File: config.mk
export PLATFORM = sky130hd
export DESIGN_NAME = rtc_initctl
export DESIGN_NICKNAME = d
export VERILOG_FILES = /design/src/rtl/rtc_initctl_pkg.sv /design/src/rtl/rtc_init_fsm.sv /design/src/rtl/rtc_prescale_stage.sv /design/src/rtl/rtc_subsec.sv /design/src/rtl/rtc_initctl.sv
export SDC_FILE = /design/constraint.sdc
export NUM_CORES = 1
export LEC_CHECK = 0
export BUFFER_PORTS_ARGS = -buffer_cell sky130_fd_sc_hd__buf_2
export CORE_ASPECT_RATIO = 0.6
export CORE_UTILIZATION = 63
export DETAILED_ROUTE_END_ITERATION = 7
export MAX_ROUTING_LAYER = met4
export PLACE_DENSITY = 0.87
export SYNTH_ARGS = -nofsm -noshare
export SYNTH_HDL_FRONTEND = slang
export SYNTH_HIERARCHICAL = 1
export SYNTH_SLANG_ARGS = --single-unit
File: constraint.sdc
create_clock -name clk -period 7.3 [get_ports clk]
set_input_delay 2.19 -clock clk [delete_from_list [all_inputs] [get_ports clk]]
set_output_delay 2.19 -clock clk [all_outputs]
set_load 0.01 [all_outputs]
File: src/rtl/rtc_initctl_pkg.sv
package rtc_initctl_pkg;

    typedef enum logic [1:0] {
        ST_RUN     = 2'd0,
        ST_ENTER   = 2'd1,
        ST_INIT    = 2'd2,
        ST_RESTART = 2'd3
    } ctl_state_e;

    localparam logic [1:0] MODE_BCD = 2'b00;

endpackage

File: src/rtl/rtc_init_fsm.sv
module rtc_init_fsm
    import rtc_initctl_pkg::*;
#(
    parameter int ENTER_LAT   = 2,
    parameter int RESTART_LAT = 4
) (
    input  logic clk,
    input  logic rst_n,
    input  logic init_req,
    output logic init_flag,
    output logic count_en,
    output logic load_pulse
);

    localparam int DLY_W = $clog2(ENTER_LAT + RESTART_LAT + 1);
    localparam logic [DLY_W-1:0] ENTER_LAST   = DLY_W'(ENTER_LAT - 1);
    localparam logic [DLY_W-1:0] RESTART_LAST = DLY_W'(RESTART_LAT - 1);

    ctl_state_e       state_q, state_d;
    logic [DLY_W-1:0] dly_q, dly_d;

    // state register
    always_ff @(posedge clk or negedge rst_n) begin
        if (!rst_n) begin
            state_q <= ST_INIT;
            dly_q   <= '0;
        end else begin
            state_q <= state_d;
            dly_q   <= dly_d;
        end
    end

    // transitions
    always_comb begin
        state_d = state_q;
        dly_d   = dly_q;
        unique case (state_q)
            ST_RUN: begin
                if (init_req) begin
                    state_d = ST_ENTER;
                    dly_d   = '0;
                end
            end
            ST_ENTER: begin
                if (!init_req) begin
                    state_d = ST_RESTART;
                    dly_d   = '0;
                end else if (dly_q == ENTER_LAST) begin
                    state_d = ST_INIT;
                    dly_d   = '0;
                end else begin
                    dly_d = dly_q + 1'b1;
                end
            end
            ST_INIT: begin
                if (!init_req) begin
                    state_d = ST_RESTART;
                    dly_d   = '0;
                end
            end
            ST_RESTART: begin
                if (dly_q == RESTART_LAST) begin
                    state_d = ST_RUN;
                    dly_d   = '0;
                end else begin
                    dly_d = dly_q + 1'b1;
                end
            end
            default: begin
                state_d = ST_INIT;
                dly_d   = '0;
            end
        endcase
    end

    // outputs
    always_comb begin
        init_flag  = 1'b0;
        count_en   = 1'b0;
        load_pulse = 1'b0;
        unique case (state_q)
            ST_RUN:     count_en   = 1'b1;
            ST_ENTER:   ;
            ST_INIT:    init_flag  = 1'b1;
            ST_RESTART: load_pulse = (dly_q == RESTART_LAST);
            default:    ;
        endcase
    end

endmodule

File: src/rtl/rtc_prescale_stage.sv
module rtc_prescale_stage #(
    parameter int W = 7
) (
    input  logic         clk,
    input  logic         rst_n,
    input  logic         load,
    input  logic [W-1:0] reload_in,
    input  logic         step,
    output logic [W-1:0] cnt,
    output logic         wrap
);

    logic [W-1:0] reload_q;
    logic [W-1:0] cnt_q;

    always_ff @(posedge clk or negedge rst_n) begin
        if (!rst_n) begin
            reload_q <= '0;
            cnt_q    <= '0;
        end else if (load) begin
            reload_q <= reload_in;
            cnt_q    <= reload_in;
        end else if (step) begin
            if (cnt_q == '0) begin
                cnt_q <= reload_q;
            end else begin
                cnt_q <= cnt_q - 1'b1;
            end
        end
    end

    assign cnt  = cnt_q;
    assign wrap = step && (cnt_q == '0);

endmodule

File: src/rtl/rtc_subsec.sv
module rtc_subsec
    import rtc_initctl_pkg::*;
#(
    parameter int S_W  = 15,
    parameter int SS_W = 32
) (
    input  logic            clk,
    input  logic            rst_n,
    input  logic            load,
    input  logic [1:0]      mode_in,
    input  logic            step,
    input  logic [S_W-1:0]  sync_cnt,
    output logic [SS_W-1:0] subsec
);

    logic [1:0]      mode_q;
    logic [SS_W-1:0] bin_q;
    logic [SS_W-1:0] bcd_view;

    always_ff @(posedge clk or negedge rst_n) begin
        if (!rst_n) begin
            mode_q <= MODE_BCD;
            bin_q  <= '0;
        end else if (load) begin
            mode_q <= mode_in;
            bin_q  <= '1;
        end else if (step) begin
            bin_q  <= bin_q - 1'b1;
        end
    end

    generate
        if (SS_W > S_W) begin : g_wide
            assign bcd_view = {{(SS_W - S_W){1'b0}}, sync_cnt};
        end else begin : g_narrow
            assign bcd_view = sync_cnt[SS_W-1:0];
        end
    endgenerate

    assign subsec = (mode_q == MODE_BCD) ? bcd_view : bin_q;

endmodule

File: src/rtl/rtc_initctl.sv
module rtc_initctl #(
    parameter int A_W         = 7,
    parameter int S_W         = 15,
    parameter int SS_W        = 32,
    parameter int ENTER_LAT   = 2,
    parameter int RESTART_LAT = 4
) (
    input  logic            clk,
    input  logic            rst_n,
    input  logic            init_req,
    input  logic [A_W-1:0]  prediv_a,
    input  logic [S_W-1:0]  prediv_s,
    input  logic [1:0]      mode_sel,
    input  logic            fmt_wr,
    input  logic            fmt_wdata,
    output logic            init_flag,
    output logic            count_en,
    output logic            tick_1hz,
    output logic [SS_W-1:0] subsec,
    output logic            fmt_12h
);

    logic           load_pulse;
    logic [A_W-1:0] a_cnt;
    logic           a_wrap;
    logic [S_W-1:0] s_cnt;
    logic           s_wrap;
    logic           fmt_q;

    rtc_init_fsm #(
        .ENTER_LAT   (ENTER_LAT),
        .RESTART_LAT (RESTART_LAT)
    ) u_fsm (
        .clk        (clk),
        .rst_n      (rst_n),
        .init_req   (init_req),
        .init_flag  (init_flag),
        .count_en   (count_en),
        .load_pulse (load_pulse)
    );

    rtc_prescale_stage #(.W(A_W)) u_async (
        .clk       (clk),
        .rst_n     (rst_n),
        .load      (load_pulse),
        .reload_in (prediv_a),
        .step      (count_en),
        .cnt       (a_cnt),
        .wrap      (a_wrap)
    );

    rtc_prescale_stage #(.W(S_W)) u_sync (
        .clk       (clk),
        .rst_n     (rst_n),
        .load      (load_pulse),
        .reload_in (prediv_s),
        .step      (a_wrap),
        .cnt       (s_cnt),
        .wrap      (s_wrap)
    );

    rtc_subsec #(.S_W(S_W), .SS_W(SS_W)) u_subsec (
        .clk      (clk),
        .rst_n    (rst_n),
        .load     (load_pulse),
        .mode_in  (mode_sel),
        .step     (a_wrap),
        .sync_cnt (s_cnt),
        .subsec   (subsec)
    );

    always_ff @(posedge clk or negedge rst_n) begin
        if (!rst_n) begin
            fmt_q <= 1'b0;
        end else if (fmt_wr && init_flag) begin
            fmt_q <= fmt_wdata;
        end
    end

    assign tick_1hz = s_wrap;
    assign fmt_12h  = fmt_q;

    logic unused_a;
    assign unused_a = ^a_cnt;

endmodule

==> results.yml <==
global_route:
  first_global_vias: 4284
  grt_util_met1_pct: 42.15
  use_met3_pct: 9.609
  grt_max_degree: 60
  grt_pass1_wl_um: 21070
  grt_most_used_layer: "met2"
  grt_use_met2_pct: 47.53
  grt_usage_pct: 32.23
  antenna_found_initial: 0
  grt_overflow: 0
die:
  ioPinCount: 65
  die_area_sq_mm: 0.008712
  initial_core_util_pct: 65.80
  fp.dieW_um: 119.8
  die_h_um: 72.70
  rows: 25
  core_sq_mm: 0.007976
synth:
  synth_top_area_share_pct: 39.57
  ys_async_sr_fraction_pct: 100.0
  syn-num-nets: 572
  synth_edf_count: 0
  avgSynthCellArea_sq_um: 9.922
  synth-seq-cells: 84
  synthTopCellsByCount: "dfrtp_1 (83), nor2_1 (36), nor2b_1 (32), o21ai_0 (30)"
  synth_top_cell_by_area: "dfrtp_1"
  ys_types: 80
  netlist_area_sq_mm: 0.005249
  ys_top_cells_by_area: "dfrtp_1 (40%), mux2_2 (6.0%), nor2b_1 (3.8%)"
  synth_seq_area_share_pct: 40.07
  synth_ff_type: "dfrtp_1"
  yosys_warnings: 6
  synthCells: 529
  post-synth-top-count-cell: "dfrtp_1"
clock_tree:
  clock_path_buffers: 2
  hold_buffers: 0
  clk_latency_ps: 340
  cts_tree: "done"
  ctsHtreeMaxLevel: 3
  postCtsSetupRepairBufs: 0
  cts_sinks: 84
  cts_buffers: 9
  clock-root-buffer: "clkbuf_16"
  postCtsResizedCells: 0
  path_clk_slew_ps: 60
worst_setup_path:
  reg2reg_from: "u_async/cnt[5]"
  cp-start-kind: "register"
  endpoint_kind: "output pin"
  crit_type: "register to output pin"
  startpoint: "u_sync/cnt[0]"
  cp_slowest_stage_delay_ps: 590
  crit_buf_inv: 2
  crit_slowest_cell: "nor4b_1"
  worstPathArrival_ps: 2500
  worstPathMaxFanout: 12
  reg2reg_to: "u_subsec/bin_q[22]"
  r2r_cells: 8
  cp_cell_sequence: "inv_1 -> ha_1 -> nor4b_1 -> and4_4 -> and2_2 -> buf_2"
  worstPathRequired_ps: 5110
  rrSetupSlack_ps: 4150
  cpLargestDelayFamily: "simple AND/OR/NAND/NOR gates"
sta:
  setup_tns_ps: 0
  slew_headroom_pct: 29.50
  skew_ps: 4.767
  finalSetupViolations: 0
  rsz0062_at_grt: "no"
  fin_crit_sh_pct: 64.24
  maxSlewViolCount: 0
  fmax_mhz: 213.2
  hold_viol_final: 0
  tightest_slew_ps: 1048
  period_minus_slack_ps: 4689
detailed_routing:
  vias_per_cell: 6.485
  wl_per_cell_um: 18.89
  vias: 4494
  dr.pass1.iters: 5
  drtIter0Drc: 491
  wl_um: 13090
  antenna_left: 0
  drc: 0
power:
  ir_drop_uv: 259.6
  p_total_mw: 2.353
  power.density_mw_per_mm2: 398.8
  p_leak_nw: 2.634
flow_run:
  max-cap-violations: 0
placement:
  io_buffer_count: 64
  hpwl_um: 8878
  place_congestion: 0.9570
  dpl_cell_area_sq_mm: 0.005582
final_layout:
  drive_gt1_share_pct: 25.81
  fin_util_pct: 73.96
  nNetsFinal: 623
  area_growth_pct: 12.40
  n_antenna_cell: 0
  post-route-cell-area_sq_mm: 0.005899
run_status:
  status: "completed"
worst_hold_path:
  hold_end: "u_sync/reload_q[9]"
  min_path_cells: 1
  min_from: "u_sync/reload_q[9]"
  hold_path.class: "register to register"
stage by stage:
step / worst slack [ps] / hold slack, ps / instances
6_report: 2611 / 502.4 / 693
3_3_place_gp: 3115 / 485.4 / 677
2_1_floorplan: 3092 / 472.3 / 529
4_1_cts: 2683 / 505.1 / 693
5_1_grt: 2448 / 523.3 / 693
3_5_place_dp: 3072 / 491.8 / 677
registers in the layout, indices dropped and copies added (netlist names):
name	cells
u_sync/reload_q	15
u_sync/cnt	15
u_fsm/dly_q	3
u_subsec/bin_q	32
u_async/reload_q	7
u_subsec/mode_q	2
u_fsm/state_q	2
u_async/cnt	7
fmt_12h	1
area by class of cell:
cell class	count	area [sq um]
Fill cell	570	2077
Clock buffer	11	242.7
Sequential cell	84	2103
Tap cell	108	135.1
Inverter	28	105.1
Multi-Input combinational cell	389	2885
Timing Repair Buffer	68	352.8
Clock inverter	5	75.07
where the power goes:
group          switching [mW]  internal [mW]
clock                   0.183          0.307
sequential              0.239          0.655
combinational           0.533          0.436
cells in the final DEF (no fill, tap or decap), types with 4 or more instances in the layout:
cell       synthesis  layout
nor4_1            10      10
o21ai_0           30      30
clkbuf_16          0       9
ha_1              14      14
nand2b_1           5       5
or4_1              9       9
mux2_2            28      28
xnor2_1            5       5
and3_1             4       4
mux2i_1           17      17
nor3_1            15      15
nand2_1           28      28
nor2_1            36      35
nand4b_1           7       7
nand4_1            4       4
nor4_4             4       4
dfrtp_1           83      83
or3_1              8       8
nand3_1           14      14
a21oi_1           11      11
nor4_2             4       4
a31oi_1            4       4
or2_2              5       5
buf_2              8      63
a22oi_1           10      10
nor2b_1           32      32
buf_4              3       5
inv_1             27      27
o31ai_1           12      12
o211ai_1           4       4
xor2_1             7       7
cells by family (layout without fill, tap and decap cells):
kind of cell / count (synthesis) / count (layout) / share of synthesized area, %
AOI/OAI and AO/OA: 111 / 111 / 15.52
xor gates and xnor gates: 12 / 12 / 2.002
adders and majority gates: 14 / 14 / 3.337
buffers and inverters: 56 / 112 / 5.053
DFF: 84 / 84 / 40.07
muxes: 47 / 47 / 9.797
and+or+nand+nor: 205 / 205 / 24.22
worst max path at each step:
stage / to / slack, ps / cells after the start
6_report: tick_1hz / 2610 / 6
5_1_grt: tick_1hz / 2450 / 6
4_1_cts: tick_1hz / 2680 / 6
3_5_place_dp: tick_1hz / 3070 / 6
3_3_place_gp: tick_1hz / 3110 / 6
2_1_floorplan: tick_1hz / 3090 / 6
per-layer routing:
metal  wire (um)  vias to the layer above
li1            -                     2038
met4         280                        0
met5           0                        -
met2        5745                      265
met1        5732                     2151
met3        1334                       40
Power figures use the tool's default switching activity.
